## src/rtl/vlcd_pkg.sv

```systemverilog
package vlcd_pkg;
  localparam int WORD_W      = 64;
  localparam int RUN_W       = 6;
  localparam int LVL_W       = 12;
  localparam int LEN_W       = 5;
  localparam int PEEK_W      = 24;  // widest codeword (escape)
  localparam int MAX_LZ      = 12;  // zeros at or beyond this: no codeword
  localparam int ZCNT_W      = $clog2(MAX_LZ + 1);
  localparam int ESC_LZ      = 5;
  localparam int SHORT_IDX_W = 2;
  localparam int LONG_IDX_W  = 4;
  localparam int ESC_LEN     = ESC_LZ + 1 + RUN_W + LVL_W;
  localparam int EOB_LEN     = 2;

  typedef struct packed {
    logic             eob;
    logic [LEN_W-1:0] len;
    logic [LVL_W-1:0] level;
    logic [RUN_W-1:0] run;
  } sym_t;

  localparam int SYM_W = $bits(sym_t);

  function automatic logic [WORD_W-1:0] pack_sym(input sym_t s);
    return {{(WORD_W-SYM_W){1'b0}}, s};
  endfunction
endpackage

```

## src/rtl/vlc_lzc.sv

```systemverilog
module vlc_lzc #(
  parameter int W  = 12,
  parameter int CW = 4
) (
  input  logic [W-1:0]  v,
  output logic [CW-1:0] cnt
);
  always_comb begin
    cnt = CW'(W);
    for (int i = 0; i < W; i++) begin
      if (v[i]) cnt = CW'(W - 1 - i);
    end
  end
endmodule

```

## src/rtl/vlc_group_rom.sv

```systemverilog
module vlc_group_rom #(
  parameter int LZ    = 1,
  parameter int IDX_W = 2,
  parameter int MAG   = 2,
  parameter int RUN_W = 6,
  parameter int LVL_W = 12,
  parameter int LEN_W = 5
) (
  input  logic [IDX_W-1:0] idx,
  output logic [RUN_W-1:0] run,
  output logic [LVL_W-1:0] mag,
  output logic [LEN_W-1:0] len
);
  localparam int DEPTH = 1 << IDX_W;
  localparam int CLEN  = LZ + 1 + IDX_W + 1;  // zeros, marker, index, sign

  logic [RUN_W+LVL_W-1:0] entry [DEPTH];

  for (genvar e = 0; e < DEPTH; e++) begin : g_fill
    assign entry[e] = {RUN_W'(e), LVL_W'(MAG)};
  end

  assign {run, mag} = entry[idx];
  assign len        = LEN_W'(CLEN);
endmodule

```

## src/rtl/vlc_delay_line.sv

```systemverilog
module vlc_delay_line #(
  parameter int W     = 8,
  parameter int DEPTH = 1
) (
  input  logic         clk,
  input  logic         rst_n,
  input  logic         in_v,
  input  logic [W-1:0] in_d,
  output logic         out_v,
  output logic [W-1:0] out_d
);
  if (DEPTH == 0) begin : g_pass
    assign out_v = in_v;
    assign out_d = in_d;
  end else begin : g_regs
    logic         v_q [DEPTH];
    logic [W-1:0] d_q [DEPTH];
    for (genvar s = 0; s < DEPTH; s++) begin : g_stage
      always_ff @(posedge clk) begin
        if (!rst_n) begin
          v_q[s] <= 1'b0;
          d_q[s] <= '0;
        end else if (s == 0) begin
          v_q[s] <= in_v;
          d_q[s] <= in_v ? in_d : '0;
        end else begin
          v_q[s] <= v_q[s-1];
          d_q[s] <= d_q[s-1];
        end
      end
    end
    assign out_v = v_q[DEPTH-1];
    assign out_d = d_q[DEPTH-1];
  end
endmodule

```

## src/rtl/vlc_symbol_decoder.sv

```systemverilog
module vlc_symbol_decoder
  import vlcd_pkg::*;
#(
  parameter int LATENCY = 3
) (
  input  logic              clk,
  input  logic              rst_n,
  input  logic              call_valid,
  input  logic [WORD_W-1:0] call_window,
  output logic              res_valid,
  output logic [WORD_W-1:0] res_word
);
  localparam int TAIL_DEPTH = LATENCY - 2;

  // stage 1: capture the top of the window
  logic              cap_v;
  logic [PEEK_W-1:0] cap_bits;
  logic              unused_low;
  assign unused_low = ^call_window[WORD_W-PEEK_W-1:0];

  always_ff @(posedge clk) begin
    if (!rst_n) begin
      cap_v    <= 1'b0;
      cap_bits <= '0;
    end else begin
      cap_v <= call_valid;
      if (call_valid) cap_bits <= call_window[WORD_W-1 -: PEEK_W];
    end
  end

  // classification: leading zeros select the group
  logic [ZCNT_W-1:0] lz;
  logic [PEEK_W-1:0] after;
  logic              unused_after;

  vlc_lzc #(.W(MAX_LZ), .CW(ZCNT_W)) u_lzc (
    .v   (cap_bits[PEEK_W-1 -: MAX_LZ]),
    .cnt (lz)
  );

  assign after        = cap_bits << ({1'b0, lz} + 5'd1);
  assign unused_after = ^after[5:0];

  // per-group tables
  logic [RUN_W-1:0] g_run  [MAX_LZ];
  logic [LVL_W-1:0] g_mag  [MAX_LZ];
  logic [LEN_W-1:0] g_len  [MAX_LZ];
  logic             g_sign [MAX_LZ];

  for (genvar g = 0; g < MAX_LZ; g++) begin : g_grp
    if (g == 0) begin : g_lead_one
      assign g_run[g]  = '0;
      assign g_mag[g]  = LVL_W'(1);
      assign g_len[g]  = LEN_W'(3);
      assign g_sign[g] = after[PEEK_W-2];
    end else if (g == ESC_LZ) begin : g_escape_slot
      assign g_run[g]  = '0;
      assign g_mag[g]  = '0;
      assign g_len[g]  = '0;
      assign g_sign[g] = 1'b0;
    end else begin : g_table
      localparam int IW  = (g < ESC_LZ) ? SHORT_IDX_W : LONG_IDX_W;
      localparam int MAG = (g < ESC_LZ) ? g + 1 : g;
      vlc_group_rom #(
        .LZ(g), .IDX_W(IW), .MAG(MAG),
        .RUN_W(RUN_W), .LVL_W(LVL_W), .LEN_W(LEN_W)
      ) u_rom (
        .idx (after[PEEK_W-1 -: IW]),
        .run (g_run[g]),
        .mag (g_mag[g]),
        .len (g_len[g])
      );
      assign g_sign[g] = after[PEEK_W-1-IW];
    end
  end

  // stage 2: decode and register
  sym_t dec, dec_q;
  logic dec_v;

  always_comb begin
    dec = '0;
    if (lz >= ZCNT_W'(MAX_LZ)) begin
      dec.eob = 1'b1;
    end else if (lz == ZCNT_W'(0) && !after[PEEK_W-1]) begin
      dec.eob = 1'b1;
      dec.len = LEN_W'(EOB_LEN);
    end else if (lz == ZCNT_W'(ESC_LZ)) begin
      dec.run   = after[PEEK_W-1 -: RUN_W];
      dec.level = after[PEEK_W-1-RUN_W -: LVL_W];
      dec.len   = LEN_W'(ESC_LEN);
    end else begin
      dec.run   = g_run[lz];
      dec.level = g_sign[lz] ? (~g_mag[lz] + LVL_W'(1)) : g_mag[lz];
      dec.len   = g_len[lz];
    end
  end

  always_ff @(posedge clk) begin
    if (!rst_n) begin
      dec_v <= 1'b0;
      dec_q <= '0;
    end else begin
      dec_v <= cap_v;
      dec_q <= cap_v ? dec : '0;
    end
  end

  // remaining cycles to reach the fixed latency
  logic             out_v;
  logic [SYM_W-1:0] out_d;

  vlc_delay_line #(.W(SYM_W), .DEPTH(TAIL_DEPTH)) u_tail (
    .clk   (clk),
    .rst_n (rst_n),
    .in_v  (dec_v),
    .in_d  (dec_q),
    .out_v (out_v),
    .out_d (out_d)
  );

  assign res_valid = out_v;
  assign res_word  = pack_sym(sym_t'(out_d));
endmodule

```

## config.mk

```make
export PLATFORM = sky130hd
export DESIGN_NAME = vlc_symbol_decoder
export DESIGN_NICKNAME = d
export VERILOG_FILES = /design/src/rtl/vlcd_pkg.sv /design/src/rtl/vlc_lzc.sv /design/src/rtl/vlc_group_rom.sv /design/src/rtl/vlc_delay_line.sv /design/src/rtl/vlc_symbol_decoder.sv
export SDC_FILE = /design/constraint.sdc
export NUM_CORES = 1
export LEC_CHECK = 0
export BUFFER_PORTS_ARGS = -buffer_cell sky130_fd_sc_hd__buf_4
export CAP_MARGIN = 20
export CORE_MARGIN = 1
export CORE_UTILIZATION = 47
export DETAILED_ROUTE_END_ITERATION = 8
export PLACE_DENSITY = 0.77
export RECOVER_POWER = 100
export SYNTH_ARGS = -nofsm -noshare
export SYNTH_HDL_FRONTEND = slang
export SYNTH_SLANG_ARGS = --single-unit
```

## constraint.sdc

```tcl
create_clock -name clk -period 3.9 [get_ports clk]
set_clock_uncertainty 0.1 [all_clocks]
set_input_delay 0.195 -clock clk [delete_from_list [all_inputs] [get_ports clk]]
set_output_delay 0.195 -clock clk [all_outputs]
set_load 0.005 [all_outputs]
```

# Yosys cells after proc, flatten, opt, wreduce, memory -nomap -nowiden
# Memory sizes are Yosys's and may differ from the RTL's.
# Index checks and enable logic that the tools add are counted.
# word_totals
register_bits,50
n_memories,9
ram_bits,25
mem_bits_ro,1808
# memory_table
name,depth,width,read_ports,rd_ports_with_merged_regs,wr,line_no,rtl
(name not given),16,18,1,0,0,vlc_group_rom.sv:23,"assign {run, mag} = entry[idx];"
(name not given),16,18,1,0,0,vlc_group_rom.sv:23,
(name not given),16,18,1,0,0,vlc_group_rom.sv:23,
(name not given),16,18,1,0,0,vlc_group_rom.sv:23,
(name not given),16,18,1,0,0,vlc_group_rom.sv:23,
(name not given),16,18,1,0,0,vlc_group_rom.sv:23,
3 more memories,-,-,-,-,-,-,
# op_classes
n_reduce_logical,9
addsub,2
eq_ne,1
order_cmp,4
shift,1
n_bitwise,6
muxes,59
# op_table
cell,count
2-to-1 mux 18 bit,20
binary-select mux 18 bit (select 2 bit),4
binary-select mux 12 bit (select 4 bit),1
2-to-1 mux 24 bit,2
2-to-1 mux 12 bit,3
2-to-1 mux 4 bit,8
binary-select mux 6 bit (select 4 bit),1
OR reduction 24 bit,1
left shift 24 x 5 -> 24 bit,1
2-to-1 mux 23 bit,1
adder 12 x 1 -> 12 bit (second input constant),1
2-to-1 mux 3 bit,4
2-to-1 mux 6 bit,2
inverter 12 bit,1
greater-or-equal comparator 5 bit (second input constant),2
2-to-1 mux 5 bit,2
inverter 4 -> 5 bit,2
2-to-1 mux 1 bit,9
adder 4 x 1 -> 5 bit (second input constant),1
OR reduction 5 bit,1
binary-select mux 1 bit (select 4 bit),1
== test 4 x 3 -> 1 bit (second input constant),1
greater-or-equal comparator 4 bit (second input constant),1
zero test 4 bit,1
10 further kinds,11

# Longest topological paths before layout
# depth
word_depth,26
ltp_mapped,18
depth_no_buf,14

# By module
# Synthesis repeated with hierarchy kept, for this count alone.
# unflattened
cells_unflattened,940
area_unflattened_um2,8092.8
# by_module_without_submodules
module,seq_area_each_um2,instances,cells_per_inst,area_each_um2
vlc_symbol_decoder,1001.0,1,615,5482.8
vlc_group_rom,0.0,10,25,180.2
vlc_delay_line,500.5,1,54,696.9
vlc_lzc,0.0,1,21,111.4

# Least setup slack after synthesis
# OpenSTA, ideal clock, no wires.
# synth_timing
path_type,register to register
start,register cap_bits[17]
end,register dec_q[1] (netlist name)
setup_slack_ns,-0.060
synth_period_minus_slack_ns,3.960
path_buffers,4
arrival_ns,3.782
path_stages_with_launch,16
cell_sequence,dfxtp_1 > clkbuf_1 > nor2_1 > a21oi_1 > o31ai_1 > ha_1 > clkbuf_1 > buf_2 > clkbuf_1 > a21oi_1 > nor2_1 > a31oi_1 > a31oi_2 > nand2_1 > a2111o_1 > o211ai_1
# synth_between
elab_chain_len,17
# synth_rtl
element,line_no,rtl
"start, declared",vlc_symbol_decoder.sv:17,logic [PEEK_W-1:0] cap_bits;
"start signal, assigned",vlc_symbol_decoder.sv:27,if (call_valid) cap_bits <= call_window[WORD_W-1 -: PEEK_W];
2-to-1 mux 4 bit (7 in a row),vlc_lzc.sv:11,if (v[i]) cnt = CW'(W - 1 - i);
adder 4 x 1 -> 5 bit,vlc_symbol_decoder.sv:41,"assign after = cap_bits << ({1'b0, lz} + 5'd1);"
left shift 24 x 5 -> 24 bit,vlc_symbol_decoder.sv:41,
inverter 4 -> 5 bit (not written as such) / inverter 2 -> 3 bit (equally long branches),vlc_group_rom.sv:23,
memory (16 x 18 bit) / binary-select mux 18 bit (select 2 bit) (equally long branches),-,
2-to-1 mux 18 bit (not written as such) (2 in a row),vlc_group_rom.sv:23,
binary-select mux 6 bit (select 4 bit),vlc_symbol_decoder.sv:93,dec.run = g_run[lz];
2-to-1 mux 6 bit (not written as such) (2 in a row),vlc_symbol_decoder.sv:93,
2-to-1 mux 23 bit,vlc_symbol_decoder.sv:88,end else if (lz == ZCNT_W'(ESC_LZ)) begin
"end signal, assigned",vlc_symbol_decoder.sv:105,dec_q <= cap_v ? dec : '0;
"end, declared",vlc_symbol_decoder.sv:78,"sym_t dec, dec_q;"
# Parallel ways exist; a longest one is shown, timed or not. The select of a mux whose other input is x is not followed.
# A chain may end at the register's enable or synchronous reset.

# Final worst setup path
# layout_timing
start,register cap_bits[23]
end,register dec_q[8] (netlist name)
# layout_between
elab_chain_len,14
# layout_rtl
element,line_no,rtl
2-to-1 mux 4 bit,vlc_lzc.sv:11,
adder 4 x 1 -> 5 bit,vlc_symbol_decoder.sv:41,
left shift 24 x 5 -> 24 bit,vlc_symbol_decoder.sv:41,
inverter 4 -> 5 bit (not written as such) / inverter 2 -> 3 bit (equally long branches),vlc_group_rom.sv:23,
memory (16 x 18 bit) / binary-select mux 18 bit (select 2 bit) (equally long branches),-,
2-to-1 mux 18 bit (not written as such) (2 in a row),vlc_group_rom.sv:23,
binary-select mux 12 bit (select 4 bit),vlc_symbol_decoder.sv:94,dec.level = g_sign[lz] ? (~g_mag[lz] + LVL_W'(1)) : g_mag[lz];
2-to-1 mux 12 bit (not written as such) (2 in a row),vlc_symbol_decoder.sv:94,
inverter 12 bit,vlc_symbol_decoder.sv:94,
adder 12 x 1 -> 12 bit,vlc_symbol_decoder.sv:94,
2-to-1 mux 12 bit,vlc_symbol_decoder.sv:94,
2-to-1 mux 23 bit,vlc_symbol_decoder.sv:88,
# Parallel ways exist; a longest one is shown, timed or not. The select of a mux whose other input is x is not followed.

==> summary.md <==
| Metric | Value |
|---|---|
| Setup violators final | `0` |
| Vias in the first global route | `between 3,000 and 4,000` |
| Most used cell along the critical path | `a211oi_2` |
| Final design instance area without fill | `~5400 um2` |
| Dominant synthesized flop cell | `dfxtp_1` |
| Core footprint | `a little over 9000 um2` |
| Starting Density | `between 40% and 50%` |
| Tot Pwr | `roughly 2.4 mW` |
| Number of H-tree levels | `3` |
| Clk buf depth | `2` |
| Iter 0 DRT Violations | `264` |
| Worst R2R Start | `cap_bits[23]` |
| Die H | `between 90 and 100 um` |
| Crit-path max cell delay | `around 0.58 ns` |
| WP data arrival | `~3.9 ns` |
| I/O pin cnt | `~130` |
| Clock sinks | `75` |
| Synth unique cells | `67` |
| Avg Inst Size Synth | `8.96 um2` |
| Root Buffer | `clkbuf_8` |
| Max Cap Viol | `1` |
| DRT Wirelength | `approximately 11,000 um` |
| First-pass GRT wire length | `around 18,000 um` |
| Total number of vias | `approximately 3,900` |
| Post-route ant nets | `0` |
| Fin. max-slew vios | `26` |
| Fmax | `between 200 and 300 MHz` |
| Worst hold path type | `in2reg` |
| Antenna violations before repair | `0` |
| RSZ-0062 raised after global routing | `false` |
| Hold Crit Depth | `3` |
| Detailed placer's ending HPWL | `around 8400 um` |
| Startpoint Class | `flop` |
| VDD IR-drop max | `0.000179 V` |
| Clk_lat worst skew | `approximately 0.36 ns` |
| Failing checks | `capacitance limit, slew limit` |
| WS Path Type | `reg2reg` |
| Slew HR | `-16.2%` |
| WL per Instance | `15.8 um` |
| # rows | `35` |
| Multi-input gate area | `about 2600 um2` |
| Post-Route Setup TNS | `0 ns` |
| Sequential area share after synthesis | `33.7%` |
| LEAKAGE | `2.48 nW` |
| Num CTS Buffers | `9` |
| DR DRC count | `0` |
| Ys async rst share | `0%` |
| Layout cell share with drive strength beyond 1 | `between 20% and 30%` |
| Final Cycle Share | `a little over nine tenths` |
| Number of synthesized flops with an enable pin | `0` |
| CP Cell Sequence | `nand2b_1 -> nand2_1 -> o21ai_2 -> ha_1 -> buf_4 -> mux2i_1 -> a211oi_2 -> clkbuf_4 -> a21bo_1 -> a211oi_2 -> o211ai_2 -> or3_1 -> a31oi_1` |
| Drt first pass iters | `5` |
| Post-synthesis cell count | `497` |
| Final count of hold timing violations | `0` |
| Synthesized area | `4460 um2` |
| Reg2reg path depth | `13` |
| Reg area | `about 1500 um2` |
| Worst Tran Pin Value | `between 1.5 and 2 ns` |
| GPL Wtd Cong | `between 0.9 and 1` |
| End-of-flow core utilization | `between 50 and 60%` |
| Vias per cell | `about 5.5` |
| Worst hold start | `call_window[43]` |
| Overflow after GRT | `0` |
| Diodes inserted | `0` |
| Die area | `around 9900 um2` |
| Slowest CP cell | `dfxtp_1` |
| Crit path launch | `cap_bits[23]` |
| Placed inst area | `5080 um2` |
| Power Dens Cells | `roughly 440 nW/um2` |
| Crit. End Element | `flop` |
| Crit path time final | `about 3.7 ns` |
| Synthesis-to-layout area growth | `21.7%` |
| CTS tree | `yes` |
| Crit path max fanout | `17` |
| GRT Total Usage | `around a quarter` |
| Final nets | `about 660` |
| Status | `complete, but fails checks` |
| Yosys Warn Count | `0` |
| Die W | `about 100 um` |
| Setup Buffers After CTS | `0` |
| Total of fill cells in the finished design | `about 840` |
| Largest net degree at the start of global routing | `52` |
| Synth Register Bits | `75` |
| Min Hold Slack | `0.000939 ns` |
| Port bufs | `just over 50` |
| CP required | `just over 4 ns` |
| Clock transition at the registers of the reported paths | `around 0.09 ns` |
## state kept, by name, summed over array words and instances, names as in the netlist
| name | cells |
|---|---|
| cap_bits | 24 |
| dec_q | 24 |
| u_tail.g_regs.d_q | 24 |
| cap_v | 1 |
| dec_v | 1 |
| u_tail.g_regs.v_q | 1 |
## worst max-delay path, delay by kind of cell (launching register included)
kind | cells | cell delay (ns)
AO/OA/AOI/OAI | 6 | 1.31
adder cells (fa/ha/maj) | 1 | 0.33
buffers and inverters | 2 | 0.43
flip-flops | 1 | 0.58
multiplexers | 1 | 0.20
AND/OR/NAND/NOR | 3 | 0.64
## worst paths after layout
| check | end | slack, ns |
|---|---|---|
| worst max-delay path | dec_q[8] | 0.23 |
| worst min register to register | u_tail.g_regs.d_q[0][23] | 0.36 |
| worst min-delay path | cap_bits[3] | 0.0009 |
| worst max register to register | dec_q[8] | 0.23 |
## layout by cell type, fill, tap and decap left out, types with 8 or more instances in the layout
| cell | n |
|---|---|
| dfxtp_1 | 74 |
| buf_4 | 70 |
| mux2i_1 | 50 |
| conb_1 | 40 |
| nor2_1 | 28 |
| nand2_1 | 28 |
| nor2b_1 | 28 |
| and3_1 | 28 |
| clkbuf_4 | 27 |
| o21ai_0 | 21 |
| a21oi_1 | 16 |
| dlygate4sd3_1 | 15 |
| nand3_1 | 14 |
| clkbuf_8 | 10 |
| a211oi_1 | 9 |
| o22ai_1 | 9 |
| inv_1 | 8 |
| nor3_1 | 8 |
## layer usage
metal / vias up / part of all wire (%) / track usage [%] / routed length, um
met5: - / 0 / 0 / 0
met4: 0 / 2.0 / 7.58 / 225
met3: 20 / 4.8 / 3.65 / 532
met2: 134 / 48 / 40.4 / 5410
met1: 1802 / 45 / 29.6 / 5000
li1: 1905 / - / - / -
## synth_stat cells, types with 9 or more instances
cell type	count	area, um2
a21oi_1	16	80.1
dfxtp_1	75	1500
o21ai_0	20	100
nand2_1	28	105
mux2i_1	50	500
nor2b_1	28	175
a211oi_1	9	67.6
clkbuf_1	22	82.6
nor2_1	28	105
buf_4	41	308
nand3_1	14	70.1
and3_1	28	175
o22ai_1	9	56.3
## cells by family (layout without fill, tap and decap cells)
| group | Yosys count | after routing | synth area share (%) |
|---|---|---|---|
| compound gates | 106 | 106 | 17.6 |
| mux | 62 | 62 | 15.8 |
| other cells | 1 | 40 | 0.0842 |
| fa+ha+maj | 6 | 6 | 1.68 |
| buf+inv | 83 | 142 | 10.8 |
| simple gates | 162 | 162 | 19.5 |
| xor+xnor | 2 | 2 | 0.814 |
| flops | 75 | 75 | 33.7 |
## timing repair
action,in CTS,in global routing
endpoints found under the hold margin,15,0
gates resized for setup,0,1
hold buffers,15,0
endpoints found under the setup margin,0,7
## metrics by stage
step,setup WS [ns],instances
floorplan,0.0593,536
detailed placement,0.277,675
finish,0.229,706
global route,0.0285,706
CTS,0.236,706
global placement,0.239,675
## power breakdown
part	total, mW	internal (mW)	switching, mW
clock network	0.634	0.319	0.315
registers	0.818	0.794	0.0236
logic	0.913	0.398	0.515
total	2.36	1.51	0.854
## area by class of cell
cell class	count	area share, %
multi-input combinational	378	48.4
sequential	75	27.7
timing repair buffer	117	16.9
tap	111	2.56
clock buffer	10	2.54
clock inverter	6	1.29
inverter	9	0.623
Note: power is estimated with default switching activity, not from simulation.
